`src/rtl/gtp_pkg.sv`:
```
package gtp_pkg;
  localparam int unsigned SEL_W    = 4;
  localparam int unsigned MAX_LOG2 = 4;

  // log2 of the divisor selected by a code, given the variant base
  function automatic int unsigned sel_log2(input logic [SEL_W-1:0] code,
                                           input int unsigned base);
    return base + 32'(code);
  endfunction

  function automatic logic sel_valid(input logic [SEL_W-1:0] code,
                                     input int unsigned base);
    return sel_log2(code, base) <= MAX_LOG2;
  endfunction

  // mask of divider counter bits that must all be one for a tick
  function automatic logic [MAX_LOG2-1:0] sel_mask(input logic [SEL_W-1:0] code,
                                                   input int unsigned base);
    int unsigned l;
    l = sel_log2(code, base);
    if (l > MAX_LOG2) return '0;
    return MAX_LOG2'((32'd1 << l) - 32'd1);
  endfunction
endpackage

```
`src/rtl/gtp_prescaler.sv`:
```
module gtp_prescaler #(
  parameter int unsigned PRE_W = 8
) (
  input  logic             clk,
  input  logic             rst_n,
  input  logic             wr_en,
  input  logic [PRE_W-1:0] wr_val,
  output logic [PRE_W-1:0] val_o,
  output logic [PRE_W-1:0] cnt_o,
  output logic             tick_o
);
  logic [PRE_W-1:0] val_q, cnt_q;

  assign tick_o = (cnt_q == val_q);
  assign val_o  = val_q;
  assign cnt_o  = cnt_q;

  always_ff @(posedge clk or negedge rst_n) begin
    if (!rst_n) begin
      val_q <= '0;
      cnt_q <= '0;
    end else if (wr_en) begin
      val_q <= wr_val;
      cnt_q <= '0;
    end else if (tick_o) begin
      cnt_q <= '0;
    end else begin
      cnt_q <= cnt_q + 1'b1;
    end
  end
endmodule

```
`src/rtl/gtp_chan_div.sv`:
```
module gtp_chan_div
  import gtp_pkg::*;
#(
  parameter int unsigned DIV_BASE = 0
) (
  input  logic             clk,
  input  logic             rst_n,
  input  logic             sel_we,
  input  logic [SEL_W-1:0] sel_wdata,
  input  logic             clr,
  input  logic             pre_tick,
  output logic             sel_ok_o,
  output logic             unity_o,
  output logic             tick_o
);
  logic [SEL_W-1:0]    sel_q;
  logic [MAX_LOG2-1:0] dcnt_q;
  logic [MAX_LOG2-1:0] mask;
  logic                hit;

  assign mask     = sel_mask(sel_q, DIV_BASE);
  assign sel_ok_o = sel_valid(sel_q, DIV_BASE);
  assign unity_o  = sel_ok_o && (mask == '0);
  assign hit      = pre_tick && sel_ok_o && ((dcnt_q & mask) == mask);

  always_ff @(posedge clk or negedge rst_n) begin
    if (!rst_n) begin
      sel_q  <= '0;
      dcnt_q <= '0;
      tick_o <= 1'b0;
    end else begin
      tick_o <= hit;
      if (sel_we) sel_q <= sel_wdata;
      if (clr) dcnt_q <= '0;
      else if (pre_tick) dcnt_q <= dcnt_q + 1'b1;
    end
  end
endmodule

```
`src/rtl/gtp_tick_gen.sv`:
```
module gtp_tick_gen
  import gtp_pkg::*;
#(
  parameter int unsigned NUM_CH   = 5,
  parameter int unsigned PRE_W    = 8,
  parameter int unsigned SPLIT    = 2,
  parameter int unsigned DIV_BASE = 0
) (
  input  logic                    clk,
  input  logic                    rst_n,
  input  logic [1:0]              pre_we,
  input  logic [2*PRE_W-1:0]      pre_wdata,
  input  logic                    div_we,
  input  logic [NUM_CH*SEL_W-1:0] div_wdata,
  output logic [NUM_CH-1:0]       tick
);
  localparam int unsigned NUM_GRP = 2;

  logic [NUM_GRP-1:0]            pre_tick;
  logic [NUM_GRP-1:0][PRE_W-1:0] pre_val;
  logic [NUM_GRP-1:0][PRE_W-1:0] pre_cnt;
  logic [NUM_CH-1:0]             sel_ok;
  logic [NUM_CH-1:0]             unity;
  logic [NUM_CH-1:0]             ratio_one;

  for (genvar g = 0; g < NUM_GRP; g++) begin : g_grp
    gtp_prescaler #(.PRE_W(PRE_W)) u_pre (
      .clk    (clk),
      .rst_n  (rst_n),
      .wr_en  (pre_we[g]),
      .wr_val (pre_wdata[g*PRE_W +: PRE_W]),
      .val_o  (pre_val[g]),
      .cnt_o  (pre_cnt[g]),
      .tick_o (pre_tick[g])
    );
  end

  for (genvar c = 0; c < NUM_CH; c++) begin : g_ch
    localparam int unsigned GRP = (c < SPLIT) ? 0 : 1;
    gtp_chan_div #(.DIV_BASE(DIV_BASE)) u_div (
      .clk       (clk),
      .rst_n     (rst_n),
      .sel_we    (div_we),
      .sel_wdata (div_wdata[c*SEL_W +: SEL_W]),
      .clr       (div_we | pre_we[GRP]),
      .pre_tick  (pre_tick[GRP]),
      .sel_ok_o  (sel_ok[c]),
      .unity_o   (unity[c]),
      .tick_o    (tick[c])
    );
    assign ratio_one[c] = unity[c] && (pre_val[GRP] == '0);
  end
endmodule

```
`config.mk`:
```
export PLATFORM = sky130hd
export DESIGN_NAME = gtp_tick_gen
export DESIGN_NICKNAME = d
export VERILOG_FILES = /design/src/rtl/gtp_pkg.sv /design/src/rtl/gtp_prescaler.sv /design/src/rtl/gtp_chan_div.sv /design/src/rtl/gtp_tick_gen.sv
export SDC_FILE = /design/constraint.sdc
export NUM_CORES = 1
export LEC_CHECK = 0
export BUFFER_PORTS_ARGS = -buffer_cell sky130_fd_sc_hd__buf_2
export CORE_UTILIZATION = 49
export DETAILED_ROUTE_END_ITERATION = 8
export GPL_TIMING_DRIVEN = 1
export HOLD_SLACK_MARGIN = 0.12
export PLACE_DENSITY = 0.68
export SKIP_LAST_GASP = 1
export SYNTH_ARGS = -nofsm -noshare
export SYNTH_HDL_FRONTEND = slang
export SYNTH_HIERARCHICAL = 1
export SYNTH_SLANG_ARGS = --single-unit
```
`constraint.sdc`:
```
create_clock -name clk -period 3.35 [get_ports clk]
set_input_delay 0.1675 -clock clk [delete_from_list [all_inputs] [get_ports clk]]
set_output_delay 0.1675 -clock clk [all_outputs]
set_load 0.05 [all_outputs]
```
======== After elaboration in Yosys (flattened, before gate mapping) ========
Index checks and enable logic that the tools add are counted.
W data, S select, Z words.
operators by class
  mux-type cells .......................... 29
  shifts and indexed selects .............. 5
  equal/unequal tests ..................... 7
  magnitude comparators ................... 10
  $add $sub $neg .......................... 12
  reductions and logical operators ........ 12
  bitwise logic cells ..................... 7
operators with widths
  kind                   count
  $mux W4                20
  $mux W8                4
  $add A4 B1 Y4 const B  5
  $and A4 B4 Y4          5
  $eq A4 B4 Y1           5
  $gt A4 B3 Y1 const B   5
  $le A4 B3 Y1 const B   5
  $shl A1 B4 Y4 const A  5
  $sub A4 B1 Y4 const B  5
  $add A8 B1 Y8 const B  2
  $eq A8 B8 Y1           2
  $logic_and A1 B1 Y1    10
  $mux W1                5
  $reduce_bool A2 Y1     2
  $or A1 B1 Y1           2
storage, ports and cells
  input bits .............................. 41
  bits in registers ....................... 77

======== Logic depth before layout (Yosys ltp) ========
Gate-level depths: netlist of run 1.
  depth in word-level cells ............... 6
  mapped depth ............................ 7
  depth with buffers taken out ............ 6

======== Cells and area by module ========
The synthesis of run 1 kept the hierarchy.
modules (own cells, without submodules)
  module         cells an instance  instances  area each (um^2)
  gtp_chan_div   41                 5          473.0
  gtp_prescaler  63                 2          812.0
  gtp_tick_gen   2                  1          12.5

======== Least setup slack after synthesis of run 1 ========
Ideal clock, no wire load.
  path kind ............................... register to register
  start ................................... register g_grp[1].u_pre.cnt_q[3]
  end ..................................... register g_ch[2].u_div.tick_o
  arrival time ............................ 2.096 ns
  cell stages (with the launch flop) ...... 7
  clock period less this slack ............ 2.202 ns
  path slack .............................. 1.148 ns
  buffers on the path ..................... 1
  path through ............................ dfrtp_1 -> buf_6 -> xor2_2 -> nor4_4 -> and2_1 -> o211ai_1 -> a2111oi_4
on the way
  word-level cells in the longest chain between the ends .. 3
RTL lines
  item                              line                 source
  start: declaration                gtp_prescaler.sv:12  logic [PRE_W-1:0] val_q, cnt_q;
  start signal: assignment          gtp_prescaler.sv:28  cnt_q <= cnt_q + 1'b1;
  $eq A8 B8 Y1                      gtp_prescaler.sv:14  assign tick_o = (cnt_q == val_q);
  via pre_tick[1]                   gtp_tick_gen.sv:19   logic [NUM_GRP-1:0] pre_tick;
  $logic_and A1 B1 Y1 (2 in a row)  gtp_chan_div.sv:24   assign hit = pre_tick && sel_ok_o && ((dcnt_q & mask) == mask);
  via g_ch[2].u_div.hit             gtp_chan_div.sv:19   logic hit;
  end signal: assignment            gtp_chan_div.sv:32   tick_o <= hit;
  end: declaration                  gtp_chan_div.sv:14   output logic tick_o
The timed path passes the listed nets, and every way through them passes these cells.
A chain may end at the register's enable or synchronous reset.

======== Worst setup path in the final report of run 1 ========
  start ................................... register g_grp[1].u_pre.cnt_q[3]
  end ..................................... register g_ch[4].u_div.tick_o
on the way
  word-level cells in the longest chain between the ends .. 3
RTL lines
  item                              line
  $eq A8 B8 Y1                      gtp_prescaler.sv:14
  via pre_tick[1]                   gtp_tick_gen.sv:19
  $logic_and A1 B1 Y1 (2 in a row)  gtp_chan_div.sv:24
  via g_ch[4].u_div.hit             gtp_chan_div.sv:19
  end signal: assignment            gtp_chan_div.sv:32
  end: declaration                  gtp_chan_div.sv:14
The timed path passes the listed nets, and every way through them passes these cells.

==> results of run 1 <==
[flip-flops by register name, summed over array words and instances (netlist names)]
signal,count
g_ch.u_div/dcnt_q,20
g_grp.u_pre/val_o,16
g_ch.u_div/sel_q,20
g_grp.u_pre/cnt_o,16
g_ch.u_div/tick_o,5
[cells in the final DEF, fill, tap and decap left out]
cell type and instances:
mux2_1 20, nor4_4 4, nand3b_1 5, a21boi_0 5, dfrtp_1 77, nor4b_1 5
ha_1 12, a2111oi_4 5, o21ai_0 6, buf_2 44, clkinvlp_4 3, clkbuf_8 10
and2_1 2, mux2i_1 5, a211o_1 5, a211oi_1 10, o211ai_1 5, nand3_1 6
clkinv_2 2, and3b_1 5, dlygate4sd3_1 37, buf_4 2, or3_1 6, nand4_1 7
or2_1 2, xor2_1 28, xnor2_1 7, mux2_2 16, bufinv_16 1, xor2_2 2
a221oi_1 4, a221oi_2 2, nor2_1 35, a21oi_1 5, nand2_1 14, inv_1 7
[cell type report]
cell class | count | area (sq um) | share of cell area
timing repair buffer | 83 | 606 | 0.126
sequential | 77 | 1930 | 0.400
clock inverter | 6 | 62.6 | 0.0130
clock buffer | 10 | 138 | 0.0286
tap | 102 | 128 | 0.0265
inverter | 7 | 26.3 | 0.00546
multi-input combinational | 228 | 1930 | 0.400
[timing repair]
item	4_1_cts	5_1_grt
endpoints found under the setup margin	0	0
hold endpoints to repair	113	0
hold buffers	37	0
[how the worst max path moves through the flow]
stage                                       start                   end  slack (ns)  cells after the start
after floorplan           g_grp[1].u_pre/cnt_o[3]  g_ch[2].u_div/tick_o        1.15                      6
after global placement    g_grp[1].u_pre/cnt_o[3]  g_ch[2].u_div/tick_o        0.93                      5
after detailed placement  g_grp[1].u_pre/cnt_o[3]  g_ch[4].u_div/tick_o        0.82                      5
after CTS                 g_grp[1].u_pre/cnt_o[3]  g_ch[4].u_div/tick_o        0.81                      5
after global routing      g_grp[1].u_pre/cnt_o[3]  g_ch[3].u_div/tick_o        0.63                      5
final                     g_grp[1].u_pre/cnt_o[3]  g_ch[4].u_div/tick_o        0.79                      5
[worst max-delay path: cells and delay by family (launching register included)]
kind                      cells  cell delay (ns)
xor gates and xnor gates      1             0.22
DFF                           1             0.47
AOI/OAI and AO/OA             2             0.58
and+or+nand+nor               2             1.18
[layer usage]
metal / up-vias / routed length (um) / global-route usage / part of all wire
met2: 52 / 3570 / 0.320 / 0.49
met1: 1369 / 3400 / 0.239 / 0.46
li1: 1326 / - / - / -
met4: 0 / 90 / 0.0648 / 0.012
met5: - / 0 / 0 / 0
met3: 11 / 277 / 0.0528 / 0.038
[power groups by stage]
stage          sequential (mW)  combinational, mW  clock [mW]
6_report                  1.03              0.277       0.706
5_1_grt                   1.04              0.306       0.761
4_1_cts                   1.03              0.279       0.732
3_5_place_dp              1.05              0.245           0
3_3_place_gp              1.04              0.233           0
2_1_floorplan             1.03              0.172           0
==> flow_summary.json, run 1 <==
{
  "setup_viol": 0,
  "clock-sinks": 77,
  "antenna_found_initial": 0,
  "finalSetupTns_ns": 0,
  "htreeDepth": 3,
  "ant_nets": 0,
  "via_per_inst": 5.38,
  "clock_skew_ns": 0.00555,
  "synth_area_sq_um": 3920,
  "cp_max_fo": 15,
  "post-cts-setup-buffer-count": 0,
  "post-place-ws_ns": 0.822,
  "stdcell_area_sq_um": 4810,
  "dp_hpwl_um": 4690,
  "clk_pin_slew_ns": 0.08,
  "fin_ws_ns": 0.792,
  "ioPinCount": 46,
  "p_switching_uw": 533,
  "insertedDiodeCount": 0,
  "hold_end": "g_grp[0].u_pre/cnt_o[7]",
  "maxCapViolations": 0,
  "timing.hold.ws_ns": 0.228,
  "postPlaceCellArea_sq_um": 4240,
  "drive_gt1_frac": 0.221,
  "cp_data_arrival_time_ns": 2.80,
  "hold_viol": 0,
  "drtPass1Iterations": 4,
  "power_leakage_nw": 2.06,
  "clock_power_share": 0.351,
  "syn_nets": 371,
  "hp-start": "pre_we[0]",
  "post_cts_resized": 0,
  "p_int_mw": 1.48,
  "syn_to_final_growth_pct": 22.8,
  "totalWireLength_um": 7330,
  "via_count": 2758,
  "ctsRootBufferMaster": "clkbuf_8",
  "p_total_mw": 2.01,
  "wl_per_cell_um": 14.3,
  "synth_warnings": 6,
  "cts_buffers": 9,
  "reg2reg_slack_ns": 0.79,
  "crit_path_end_kind": "register",
  "syn_inst": 318,
  "setup.worst_path.class": "reg -> reg",
  "clockBufferDepth": 2,
  "required_ns": 3.59,
  "dp_cells": 460,
  "cts_tree": "yes",
  "switching_share": 0.265,
  "drv_slew": 0,
  "synth.avg_cell_area_sq_um": 12.3,
  "grt_pass1_wl_um": 12600,
  "nets": 459,
  "finalCoreUtilization": 0.623,
  "post-route-drc-count": 0,
  "status": "finished clean",
  "max-slew-margin-rel": 0.349,
  "finalCriticalPeriod_ns": 2.56,
  "grt_overflow": 0,
  "drtIter0Drc": 95,
  "grt_max_degree": 78,
  "die_x_um": 91.4,
  "post-route-period-util": 0.764,
  "rsz0062_at_grt": "no",
  "power_density_nw_per_um2": 418,
  "r2r-end": "g_ch[4].u_div/tick_o",
  "grt_use_total": 0.191,
  "hp-class": "in -> reg",
  "slowest_stage": "and2_1",
  "die_y_um": 91.4,
  "hold_depth": 2,
  "combPwrFrac": 0.138,
  "worst_skew_pair.late_latency_ns": 0.34,
  "gp_congestion": 0.751,
  "io_buffers": 45,
  "reg2reg_depth": 5,
  "coreArea_sq_um": 7730,
  "fin_cells": 513,
  "start_util": 0.507,
  "grt_pass1_vias": 2777,
  "rows": 32,
  "peakVddDrop_v": 0.000323,
  "r2r-start": "g_grp[1].u_pre/cnt_o[3]",
  "fillers": 617,
  "max_freq_mhz": 391,
  "cp_slowest_stage_delay_ns": 0.63,
  "crit_chain": "xor2_2 > nor4_4 > and2_1 > o211ai_1 > a2111oi_4",
  "die_area_sq_um": 8360,
  "seq_power_share": 0.511,
  "worst_slew_pin_slew_ns": 0.977,
  "startpoint_type": "register"
}
(Power assumes the default switching activity.)
==> inputs of run 2 (changes only) <==
clock period = 2.5 ns   (was 3.35 ns; I/O delays follow)
==> run 2 against run 1 <==
Effect of this change:
- fmax rose by 21%
- sequential cell count did not move
- utilization rose by 0.49 points
- cell area rose by 0.78%
- count of clock-buffer cells in the layout rose by 2
- die area did not move
- routed wire length fell by 2.1%
- sequential power rose by 34%
- clock skew rose by 0.0025 ns
- largest power group unchanged
- global-route usage rose by 0.066 points
==> flow_summary.json, run 2 (same netlist as run 1, synthesis figures left out) <==
{
  "worst_slew_pin_slew_ns": 0.955,
  "grt_max_degree": 78,
  "coreArea_sq_um": 7730,
  "post-route-drc-count": 0,
  "wl_per_cell_um": 13.9,
  "htreeDepth": 3,
  "timing.hold.ws_ns": 0.169,
  "rsz0062_at_grt": "no",
  "via_count": 2732,
  "cts_tree": "yes",
  "hp-class": "in -> reg",
  "required_ns": 2.74,
  "clk_pin_slew_ns": 0.08,
  "drtPass1Iterations": 4,
  "maxCapViolations": 0,
  "max-slew-margin-rel": 0.363,
  "hold_depth": 2,
  "die_area_sq_um": 8360,
  "clock_skew_ns": 0.00805,
  "grt_use_total": 0.192,
  "power_leakage_nw": 2.09,
  "fin_cells": 517,
  "io_buffers": 45,
  "grt_pass1_wl_um": 12700,
  "insertedDiodeCount": 0,
  "post-cts-setup-buffer-count": 0,
  "ant_nets": 0,
  "via_per_inst": 5.28,
  "setup.worst_path.class": "reg -> reg",
  "grt_pass1_vias": 2808,
  "r2r-end": "g_ch[4].u_div/tick_o",
  "ff_latch_area_sq_um": 1930,
  "multi_input_area_sq_um": 1930,
  "post_cts_resized": 0,
  "ctsRootBufferMaster": "clkbuf_8",
  "r2r-start": "g_grp[1].u_pre/cnt_o[3]",
  "cp-startpoint": "g_grp[1].u_pre/cnt_o[3]",
  "p_total_mw": 2.75,
  "clock-sinks": 77,
  "max_freq_mhz": 471,
  "dp_hpwl_um": 4770,
  "crit_path_end_kind": "register",
  "die_x_um": 91.4,
  "antenna_found_initial": 0,
  "dp_cells": 464,
  "reg2reg_depth": 5,
  "ioPinCount": 46,
  "layout_common_cells": "dfrtp_1, buf_2, dlygate4sd3_1",
  "drtIter0Drc": 64,
  "cp_data_arrival_time_ns": 2.36,
  "finalCriticalPeriod_ns": 2.12,
  "die_y_um": 91.4,
  "worst_skew_pair.late_latency_ns": 0.34,
  "fillers": 626,
  "finalSetupTns_ns": 0,
  "final_common_cell": "dfrtp_1",
  "post-place-ws_ns": 0.372,
  "power_density_nw_per_um2": 567,
  "fin_ws_ns": 0.377,
  "clockBufferDepth": 2,
  "hold_viol": 0,
  "drive_gt1_frac": 0.222,
  "start_util": 0.507,
  "status": "finished clean",
  "post-route-period-util": 0.849,
  "peakVddDrop_v": 0.000372,
  "syn_to_final_growth_pct": 23.7,
  "hp-start": "pre_we[1]",
  "setup_viol": 0,
  "ctsHoldBuffers": 37,
  "reg2reg_slack_ns": 0.38,
  "cp_max_fo": 13,
  "startpoint_type": "register",
  "cts_buffers": 9,
  "rows": 32,
  "drv_slew": 0,
  "nets": 463,
  "grt_overflow": 0,
  "endpoint": "g_ch[4].u_div/tick_o",
  "gp_congestion": 0.725,
  "totalWireLength_um": 7180,
  "biggestRegsByFlops": "g_ch.u_div/dcnt_q (20), g_ch.u_div/sel_q (20)"
}
## run 2: worst min-delay path by stage
| stage | end | slack, ns |
|---|---|---|
| after global placement | g_ch[0].u_div/tick_o | 0.34 |
| after detailed placement | g_ch[0].u_div/tick_o | 0.35 |
| after global routing | g_grp[1].u_pre/cnt_o[7] | 0.18 |
| after floorplan | g_ch[0].u_div/dcnt_q[0] | -0.17 |
| final | g_grp[1].u_pre/cnt_o[7] | 0.17 |
| after CTS | g_grp[1].u_pre/cnt_o[7] | 0.16 |
## run 2: power breakdown
group | switching (mW) | internal, mW | total, mW
clock | 0.439 | 0.562 | 1.00
combinational | 0.182 | 0.188 | 0.370
sequential | 0.0686 | 1.31 | 1.38
total | 0.689 | 2.06 | 2.75
## run 2: worst max-delay path, cell delays in order, from the launching register on
cell and delay (ns):
dfrtp_1 0.47, xor2_2 0.22, nor4_4 0.28, and2_1 0.49, o211ai_1 0.23, a2111oi_4 0.32
## run 2: metrics by stage
step                utilization  area [sq um]
finish                    0.628          4850
global route              0.628          4850
CTS                       0.628          4850
detailed placement        0.553          4270
global placement          0.553          4270
floorplan                     -          3920
## run 2: area by class of cell
class / instances / share of cell area
clock buffers: 12 / 0.0279
clock inverters: 4 / 0.0150
inverters: 7 / 0.00542
multi-input cells: 228 / 0.397
flip-flops and latches: 77 / 0.397
well taps: 102 / 0.0263
repair buffers: 87 / 0.131
## run 2: routing by layer
| metal | track usage | routed length (um) | up-vias |
|---|---|---|---|
| met5 | 0 | 0 | - |
| met3 | 0.0486 | 309 | 8 |
| met2 | 0.318 | 3420 | 65 |
| met1 | 0.242 | 3370 | 1318 |
| li1 | - | - | 1341 |
| met4 | 0.0714 | 80 | 0 |
==> inputs of run 3 (changes only) <==
ABC_AREA = 1   (was not set)
clock period = 2.2 ns   (was 2.5 ns; I/O delays follow)
==> run 3 against run 2 <==
Effect of this change:
- die area is 1.7% higher
- first-iteration DRC count is 130% higher
- critical endpoint is now g_ch[3].u_div/dcnt_q[3]
- non-clock buffer count is 3 higher
- critical path type unchanged
==> flow_summary.json, run 3 <==
{
  "status": "finished clean",
  "cp_max_fo": 18,
  "grt_use_total": 0.201,
  "grt_pass1_wl_um": 13600,
  "die_x_um": 92.2,
  "finalCoreUtilization": 0.637,
  "r2r-start": "g_grp[1].u_pre/cnt_o[3]",
  "io_buffers": 45,
  "worst_skew_pair.late_latency_ns": 0.34,
  "hold_viol": 0,
  "cts_tree": "yes",
  "setup.worst_path.class": "reg -> reg",
  "setup_viol": 0,
  "cts_buffers": 9,
  "cp_data_arrival_time_ns": 2.10,
  "via_per_inst": 4.88,
  "synth_warnings": 6,
  "ant_nets": 0,
  "die_y_um": 92.2,
  "via_count": 3370,
  "slowest_stage": "dfrtp_1",
  "r2r-end": "g_ch[3].u_div/dcnt_q[3]",
  "antenna_found_initial": 0,
  "crit_cells": 10,
  "drtPass1Iterations": 4,
  "fin_ws_ns": 0.342,
  "start_util": 0.511,
  "clockBufferDepth": 2,
  "post_cts_resized": 0,
  "crit_chain": "xnor2_1 > nand2_1 > nor2_1 > nand2_1 > inv_1 > nor2_1 > nor2_2 > nand4_1 > nand2_1 > nor2_1",
  "power_leakage_nw": 2.50,
  "synth_area_sq_um": 3990,
  "syn_nets": 538,
  "die_area_sq_um": 8510,
  "post-route-drc-count": 0,
  "grt_max_degree": 78,
  "grt_pass1_vias": 3298,
  "rsz0062_at_grt": "no",
  "layout_common_cells": "nand2_1, dfrtp_1, nor2_1",
  "maxCapViolations": 0,
  "totalWireLength_um": 7820,
  "cp_top_family": "simple AND/OR/NAND/NOR gates",
  "hp-start": "pre_we[1]",
  "drv_slew": 0,
  "post-place-ws_ns": 0.349,
  "clock_skew_ns": 0.00604,
  "drtIter0Drc": 150,
  "syn_to_final_growth_pct": 24.7,
  "hp-class": "in -> reg",
  "rows": 32,
  "drive_gt1_frac": 0.184,
  "dp_hpwl_um": 5260,
  "insertedDiodeCount": 0,
  "syn_inst": 485,
  "hold_end": "g_grp[1].u_pre/val_o[7]",
  "final_common_cell": "nand2_1",
  "finalCriticalPeriod_ns": 1.86,
  "grt_overflow": 0,
  "power_density_nw_per_um2": 621,
  "max-slew-margin-rel": 0.672,
  "synth.avg_cell_area_sq_um": 8.22,
  "wl_per_cell_um": 11.3,
  "required_ns": 2.44,
  "reg2reg_depth": 10,
  "cp_slowest_stage_delay_ns": 0.42,
  "clock-sinks": 77,
  "finalSetupTns_ns": 0,
  "biggestRegsByFlops": "g_ch.u_div/dcnt_q (20), g_ch.u_div/sel_q (20)",
  "gp_congestion": 0.812,
  "clk_pin_slew_ns": 0.07,
  "startpoint_type": "register",
  "nets": 637,
  "crit_buf_inv": 1,
  "crit_path_end_kind": "register",
  "ioPinCount": 46,
  "hold_depth": 3,
  "worst_slew_pin_slew_ns": 0.491,
  "htreeDepth": 3,
  "coreArea_sq_um": 7810,
  "max_freq_mhz": 538,
  "post-route-period-util": 0.844,
  "ctsRootBufferMaster": "clkbuf_8",
  "reg2reg_slack_ns": 0.34,
  "peakVddDrop_v": 0.000337
}
run 3: worst max-delay path by stage:
stage	from	endpoint	slack [ns]
2_1_floorplan	g_grp[1].u_pre/cnt_o[5]	g_ch[2].u_div/dcnt_q[3]	0.59
3_3_place_gp	g_grp[1].u_pre/cnt_o[5]	g_ch[4].u_div/dcnt_q[3]	0.44
3_5_place_dp	g_grp[1].u_pre/cnt_o[3]	g_ch[3].u_div/dcnt_q[3]	0.35
4_1_cts	g_grp[1].u_pre/cnt_o[3]	g_ch[2].u_div/dcnt_q[3]	0.34
5_1_grt	g_grp[1].u_pre/cnt_o[3]	g_ch[3].u_div/dcnt_q[3]	0.05
6_report	g_grp[1].u_pre/cnt_o[3]	g_ch[3].u_div/dcnt_q[3]	0.34
run 3: layout make-up:
type                    instances  area (sq um)
multi-input cells             345          1830
flip-flops and latches         77          1930
clock buffers                  14           173
inverters                      61           229
well taps                     102           128
repair buffers                 90           686
fillers                       691          2840
clock inverters                 1          5.00
run 3: worst reg2reg max path: cells and delay by family (launching register included):
kind / cells / cell delay (ns)
XOR/XNOR: 1 / 0.18
buffers and inverters: 1 / 0.38
flip-flops: 1 / 0.42
AND/OR/NAND/NOR: 8 / 0.78
run 3: timing repair:
item                                   4_1_cts  5_1_grt
setup buffers                                0        0
endpoints found under the hold margin      113        0
hold buffers                                43        0
run 3: layer usage:
layer  global-route usage  vias up  wire length [um]  share of wire
li1                     -     1744                 -              -
met1                0.229     1560              3520           0.45
met2                0.368       57              3980           0.51
met3               0.0323        9               195          0.025
met4               0.0924        0               124          0.016
met5                    0        -                 0              0
run 3: per-stage QoR:
step | instances | power, mW | hold WS, ns | area [sq um]
6_report | 690 | 3.09 | 0.138 | 4970
5_1_grt | 690 | 3.27 | 0.157 | 4970
3_5_place_dp | 632 | 2.08 | 0.170 | 4360
3_3_place_gp | 632 | 2.06 | 0.166 | 4360
4_1_cts | 690 | 3.13 | 0.121 | 4970
2_1_floorplan | 485 | 1.92 | -0.186 | 3990
run 3: power breakdown:
group          total [mW]  switching (mW)  internal (mW)
clock network       0.978           0.482          0.496
registers            1.58          0.0757           1.51
logic               0.527           0.295          0.232
total                3.09           0.853           2.23
